[src/rtl/sdi_enc_pkg.sv]
package sdi_enc_pkg;
  localparam int unsigned WORD_W = 10;
  typedef logic [WORD_W-1:0] word_t;
  localparam word_t TRS_HI = '1;
  localparam word_t TRS_LO = '0;
  localparam int unsigned SCR_LEN = 9;
  localparam int unsigned SCR_TAP = 4;
endpackage

[src/rtl/sdi_word_cond.sv]
module sdi_word_cond
  import sdi_enc_pkg::*;
(
  input  word_t din,
  input  logic  mode8,
  output word_t dout
);
  logic upper_ones;

  always_comb begin
    upper_ones = &din[WORD_W-1:2];
    if (mode8) dout = {din[WORD_W-1:2], {2{upper_ones}}};
    else       dout = din;
  end
endmodule

[src/rtl/sdi_sync_det.sv]
module sdi_sync_det
  import sdi_enc_pkg::*;
(
  input  logic  clk,
  input  logic  rst_n,
  input  logic  ld,
  input  word_t word_in,
  input  logic  dis,
  output logic  sync_det
);
  word_t hist1_q, hist2_q, hist1_n, hist2_n;
  logic  flag_q, flag_n;

  always_comb begin
    hist1_n = hist1_q;
    hist2_n = hist2_q;
    flag_n  = flag_q;
    if (ld) begin
      hist1_n = word_in;
      hist2_n = hist1_q;
      flag_n  = !dis && (hist2_q == TRS_HI) && (hist1_q == TRS_LO) &&
                (word_in == TRS_LO);
    end
  end

  always_ff @(posedge clk or negedge rst_n) begin
    if (!rst_n) begin
      hist1_q <= '0;
      hist2_q <= '0;
      flag_q  <= 1'b0;
    end else begin
      hist1_q <= hist1_n;
      hist2_q <= hist2_n;
      flag_q  <= flag_n;
    end
  end

  assign sync_det = flag_q;

  p_sync_hold_r7: assert property (@(posedge clk) disable iff (!rst_n)
    !ld |=> $stable(sync_det));
  p_sync_disable_r8: assert property (@(posedge clk) disable iff (!rst_n)
    (ld && dis) |=> !sync_det);
endmodule

[src/rtl/sdi_serializer.sv]
module sdi_serializer
  import sdi_enc_pkg::*;
(
  input  logic  clk,
  input  logic  rst_n,
  input  logic  bit_en,
  input  word_t word_in,
  output logic  ld,
  output logic  ser_bit
);
  localparam int unsigned CNT_W = $clog2(WORD_W);
  localparam logic [CNT_W-1:0] LAST = CNT_W'(WORD_W - 1);

  logic [CNT_W-1:0] cnt_q, cnt_n;
  word_t            sh_q, sh_n;

  assign ld      = bit_en && (cnt_q == LAST);
  assign ser_bit = sh_q[0];

  always_comb begin
    cnt_n = cnt_q;
    sh_n  = sh_q;
    if (bit_en) begin
      if (cnt_q == LAST) begin
        cnt_n = '0;
        sh_n  = word_in;
      end else begin
        cnt_n = cnt_q + 1'b1;
        sh_n  = sh_q >> 1;
      end
    end
  end

  always_ff @(posedge clk or negedge rst_n) begin
    if (!rst_n) begin
      cnt_q <= LAST;
      sh_q  <= '0;
    end else begin
      cnt_q <= cnt_n;
      sh_q  <= sh_n;
    end
  end

  p_cnt_range_r1: assert property (@(posedge clk) disable iff (!rst_n)
    cnt_q <= LAST);
  p_no_advance_r2: assert property (@(posedge clk) disable iff (!rst_n)
    !bit_en |=> ($stable(cnt_q) && $stable(sh_q)));
endmodule

[src/rtl/sdi_line_coder.sv]
module sdi_line_coder
  import sdi_enc_pkg::*;
(
  input  logic clk,
  input  logic rst_n,
  input  logic bit_en,
  input  logic bypass,
  input  logic bit_in,
  output logic sdo,
  output logic sdo_vld
);
  logic [SCR_LEN-1:0] sr_q, sr_n;
  logic lvl_q, lvl_n, sdo_q, sdo_n, vld_q;
  logic scr_bit;

  always_comb begin
    scr_bit = bit_in ^ sr_q[SCR_TAP-1] ^ sr_q[SCR_LEN-1];
    sr_n    = sr_q;
    lvl_n   = lvl_q;
    sdo_n   = sdo_q;
    if (bit_en) begin
      if (bypass) begin
        sdo_n = bit_in;
      end else begin
        sr_n  = {sr_q[SCR_LEN-2:0], scr_bit};
        lvl_n = lvl_q ^ scr_bit;
        sdo_n = lvl_q ^ scr_bit;
      end
    end
  end

  always_ff @(posedge clk or negedge rst_n) begin
    if (!rst_n) begin
      sr_q  <= '0;
      lvl_q <= 1'b0;
      sdo_q <= 1'b0;
      vld_q <= 1'b0;
    end else begin
      sr_q  <= sr_n;
      lvl_q <= lvl_n;
      sdo_q <= sdo_n;
      vld_q <= bit_en;
    end
  end

  assign sdo     = sdo_q;
  assign sdo_vld = vld_q;

  p_bypass_freeze_r5: assert property (@(posedge clk) disable iff (!rst_n)
    (bit_en && bypass) |=> ($stable(sr_q) && $stable(lvl_q)));
  p_bypass_raw_r5: assert property (@(posedge clk) disable iff (!rst_n)
    (bit_en && bypass) |=> (sdo == $past(bit_in)));
  p_nrzi_link_r4: assert property (@(posedge clk) disable iff (!rst_n)
    (bit_en && !bypass) |=> (sr_q[0] == (sdo ^ $past(lvl_q))));
  p_idle_hold_r2: assert property (@(posedge clk) disable iff (!rst_n)
    !bit_en |=> ($stable(sdo) && !sdo_vld));
endmodule

[src/rtl/sdi_lock_timer.sv]
module sdi_lock_timer #(
  parameter int unsigned LOCK_CYCLES = 64
) (
  input  logic clk,
  input  logic rst_n,
  output logic lock
);
  localparam int unsigned LC_W = $clog2(LOCK_CYCLES + 1);
  localparam logic [LC_W-1:0] LC_END = LC_W'(LOCK_CYCLES - 1);

  logic [LC_W-1:0] cnt_q, cnt_n;
  logic lock_q, lock_n;

  always_comb begin
    cnt_n  = cnt_q;
    lock_n = lock_q;
    if (!lock_q) begin
      cnt_n  = cnt_q + 1'b1;
      lock_n = (cnt_q == LC_END);
    end
  end

  always_ff @(posedge clk or negedge rst_n) begin
    if (!rst_n) begin
      cnt_q  <= '0;
      lock_q <= 1'b0;
    end else begin
      cnt_q  <= cnt_n;
      lock_q <= lock_n;
    end
  end

  assign lock = lock_q;

  p_lock_sticky_r9: assert property (@(posedge clk) disable iff (!rst_n)
    lock |=> lock);
  p_lock_window_r9: assert property (@(posedge clk) disable iff (!rst_n)
    !lock |-> (cnt_q < LC_W'(LOCK_CYCLES)));
endmodule

[src/rtl/sdi_serial_encoder.sv]
module sdi_serial_encoder
  import sdi_enc_pkg::*;
#(
  parameter int unsigned LOCK_CYCLES = 64
) (
  input  logic        clk,
  input  logic        rst_n,
  input  logic        bit_en,
  input  logic [9:0]  din,
  input  logic        mode8,
  input  logic        bypass,
  input  logic        sync_dis,
  output logic        sdo,
  output logic        sdo_vld,
  output logic        sync_det,
  output logic        lock
);
  word_t cond_word;
  logic  ld, ser_bit;

  sdi_word_cond u_cond (
    .din   (din),
    .mode8 (mode8),
    .dout  (cond_word)
  );

  sdi_sync_det u_sync (
    .clk      (clk),
    .rst_n    (rst_n),
    .ld       (ld),
    .word_in  (cond_word),
    .dis      (sync_dis),
    .sync_det (sync_det)
  );

  sdi_serializer u_ser (
    .clk     (clk),
    .rst_n   (rst_n),
    .bit_en  (bit_en),
    .word_in (cond_word),
    .ld      (ld),
    .ser_bit (ser_bit)
  );

  sdi_line_coder u_line (
    .clk     (clk),
    .rst_n   (rst_n),
    .bit_en  (bit_en),
    .bypass  (bypass),
    .bit_in  (ser_bit),
    .sdo     (sdo),
    .sdo_vld (sdo_vld)
  );

  sdi_lock_timer #(.LOCK_CYCLES(LOCK_CYCLES)) u_lock (
    .clk   (clk),
    .rst_n (rst_n),
    .lock  (lock)
  );

  p_reset_quiet_r10: assert property (@(posedge clk)
    !rst_n |-> (!sdo && !sdo_vld && !sync_det && !lock));
endmodule

[config.mk]
export PLATFORM = sky130hd
export DESIGN_NAME = sdi_serial_encoder
export DESIGN_NICKNAME = d
export VERILOG_FILES = /design/src/rtl/sdi_enc_pkg.sv /design/src/rtl/sdi_word_cond.sv /design/src/rtl/sdi_sync_det.sv /design/src/rtl/sdi_serializer.sv /design/src/rtl/sdi_line_coder.sv /design/src/rtl/sdi_lock_timer.sv /design/src/rtl/sdi_serial_encoder.sv
export SDC_FILE = /design/constraint.sdc
export NUM_CORES = 1
export LEC_CHECK = 0
export ABC_AREA = 0
export BUFFER_PORTS_ARGS = -buffer_cell sky130_fd_sc_hd__buf_2
export CAP_MARGIN = 10
export CORE_UTILIZATION = 35
export CTS_CLUSTER_SIZE = 25
export DETAILED_ROUTE_END_ITERATION = 16
export MAX_ROUTING_LAYER = met4
export SYNTH_ARGS = -nofsm -noshare
export SYNTH_HDL_FRONTEND = slang
export SYNTH_SLANG_ARGS = --single-unit
[constraint.sdc]
create_clock -name clk -period 1.8 [get_ports clk]
set_input_delay 0.18 -clock clk [delete_from_list [all_inputs] [get_ports clk]]
set_output_delay 0.18 -clock clk [all_outputs]
set_load 0.01 [all_outputs]
==> results by group <==
CTS
  – Clock root buffer: clkbuf_8
  – Clk buf depth: 2
  – H-tree depth: 2
  – Clock transition at path regs: 0.10 ns
  – Post-CTS Resized: 0
  – Cts hold-fix bufs: 1
  – Number of buffers created by CTS: 5
  – Setup Fix Bufs, Post-CTS: 0
  – CTS tree: yes
  – Clk_lat worst skew: 0.30 ns
  – Sink Count: 55

Synth
  – Post-synth top cells: 82 x nand2_1, 53 x dfrtp_1, 9 x a221o_1, 9 x nor2b_1, 8 x nor2_1
  – Synth Instances: 230
  – Yosys cell types: 36
  – #FFs+latches synth: 55
  – Avg Cell Area, Syn: 10.3 sq um
  – Post-synth top area cell: dfrtp_1
  – Top-area cell type share of the netlist area: 56.1%
  – Seq/Total Area, Yosys: 58.3%
  – Syn Nets: 247
  – YS warnings: 0
  – Most common cell in the netlist: nand2_1
  – EDFF count, synth: 0
  – Post-synthesis async set-or-reset flop share: 100%
  – Synth top area cells: dfrtp_1 56%, nand2_1 13%, a221o_1 3.8%, xnor2_1 2.6%, nor2b_1 2.4%
  – Top FF cell, synth: dfrtp_1
  – Synth Cell Area: 0.00236 sq mm

Setup path
  – Startpoint types: flop
  – Critical Path AT: 1.80 ns
  – Crit Path Category: flop to flop
  – Worst setup EP type: flop
  – Crit path max fanout: 9
  – Critical Path RT: 2.00 ns

Final layout
  – Final Instance Count excl. Fillers: 332
  – Layout cells sized above 1: 17.3%
  – Area grow syn2layout: 13.0%
  – Number of diodes: 0
  – Final #Nets: 271
  – Final Instance Area: 0.00267 sq mm

Global routing
  – Vias in the first global route: 1,643
  – Initial antenna violation count: 0
  – First-pass GRT wire length: 7.80 mm
  – GRT overflow: 0
  – Largest net degree at the start of global routing: 32
  – GRT Util Overall: 14.5%

STA
  – Worst relative slew slack: 61.3%
  – Fin. max-slew vios: 0
  – WHS: 0.119 ns
  – Fin crit share: 88.6%
  – Worst Tran Pin Value: 0.581 ns
  – Finish-stage setup viols: 0
  – Final hold violation count: 0
  – Highest clock rate: 627 MHz
  – TNS Setup: 0 ns
  – Clock skew: 0.00802 ns
  – RSZ-0062 raised after global routing: false
  – Min Tclk post-route: 1.60 ns

Placement
  – GPL Wtd Cong: 0.763
  – Cells after DPL: 323
  – PortBufs: 19
  – Cell Area, Placed: 0.00257 sq mm
  – Detail Placement HPWL: 3.15 mm

Floorplan
  – IO Count: 20
  – Die width: 84.2 um
  – Die Y-Extent: 84.2 um
  – DIE AREA: 0.00709 sq mm
  – Core Box Area: 0.00642 sq mm
  – Row Count: 29
  – Starting density of the core: 36.8%

Route
  – Total Routed Length: 4.45 mm
  – Iter 0 DRT Violations: 123
  – DRC Markers: 0
  – Vias post-DR: 1,618
  – Pre-antenna DRT Iters: 4
  – Remaining antenna violation count: 0
  – Routed len/inst: 13.4 um
  – Vias/cell: 4.87

Flow run
  – Maxcap violations: 0

Status
  – Outcome: completed

Power and ir drop
  – P_leak: 1.31 nW
  – Max VDD drop: 0.481 mV
  – Pwr Density: 1260 mW/mm^2
  – Overall Power: 3.37 mW

Min path
  – Hold Path Class: primary input to flop
## placed cells by master, fill, tap and decap left out, types with 2 or more instances in the layout
cell type / count
a21o_1: 3
a21oi_1: 3
a221o_1: 9
buf_12: 2
buf_2: 19
buf_4: 3
clkbuf_8: 5
clkinv_2: 2
dfrtp_1: 53
dfstp_2: 2
inv_1: 2
nand2_1: 82
nand2b_1: 5
nand3_1: 5
nand4_1: 4
nand4b_1: 2
nor2_1: 8
nor2b_1: 9
nor3b_1: 2
nor4_2: 3
o21ai_0: 3
or3_1: 2
xnor2_1: 7
xor2_1: 5
## area by class of cell
class	count	area, sq um
clock buffers	5	68.8
clock inverters	3	18.8
fillers	622	3750
inverters	2	7.51
multi-input cells	165	932
flip-flops and latches	55	1380
well taps	77	96.3
repair buffers	25	168
## state kept, by name, summed over array words and instances, names as in the netlist
signal	cells
u_lock.lock	1
u_line.lvl_q	1
u_lock.cnt_q	7
u_line.sdo_vld	1
u_ser.cnt_q	4
u_sync.sync_det	1
u_ser.sh_q	10
u_sync.hist2_q	10
u_sync.hist1_q	10
u_line.sr_q	9
u_line.sdo	1
## per-stage QoR
stage	setup WS, ns	util (%)
2_1_floorplan	0.287	-
3_3_place_gp	0.238	40.1
3_5_place_dp	0.205	40.1
4_1_cts	0.181	41.6
5_1_grt	0.104	41.6
6_report	0.205	41.6
## path summary, 6_finish.rpt
path / end / depth (start not counted) / from / slack [ns]
hold / removal: u_sync.hist1_q[9]$_DFFE_PN0P_ / 3 / din[9] / 0.12
setup reg to reg: u_sync.hist1_q[9]$_DFFE_PN0P_ / 5 / u_ser.cnt_q[0]$_DFFE_PN1P_ / 0.20
min in group asynchronous: u_lock.cnt_q[1]$_DFFE_PN0N_ / 2 / rst_n / 0.41
hold reg to reg: u_lock.cnt_q[6]$_DFFE_PN0N_ / 1 / u_lock.cnt_q[6]$_DFFE_PN0N_ / 0.47
max in group asynchronous: u_sync.hist2_q[3]$_DFFE_PN0P_ / 3 / rst_n / 0.83
setup / recovery: u_sync.hist1_q[9]$_DFFE_PN0P_ / 5 / u_ser.cnt_q[0]$_DFFE_PN1P_ / 0.20
## metal layers
layer / vias up / global-route usage, % / routed length (um)
met5: - / - / 0
met4: 0 / 5.17 / 64
met3: 4 / 2.75 / 95
met2: 19 / 22.3 / 2050
met1: 787 / 19.2 / 2230
li1: 808 / - / -
## kinds of logic (layout without fill, tap and decap cells)
logic type,Yosys count,in the layout,share of synthesized area (%)
multiplexers,1,1,0.476
flip-flops,55,55,58.3
buffers and inverters,10,35,2.22
AND/OR/NAND/NOR,128,128,25.7
XOR/XNOR,13,13,5.40
AO/OA/AOI/OAI,22,22,7.31
adder cells (fa/ha/maj),1,1,0.529
## report_power, final
group	internal (mW)	total, mW	switching, mW
Combinational	0.405	0.770	0.364
Clock	0.275	0.675	0.400
Sequential	1.63	1.93	0.303
## critical path: stages (launching register included)
cell     delay (ns)
dfstp_2        0.58
nand2_2        0.10
or3_1          0.47
buf_4          0.21
nand2_1        0.08
nand2_1        0.05
No activity file was read; power rests on OpenSTA's default activity.
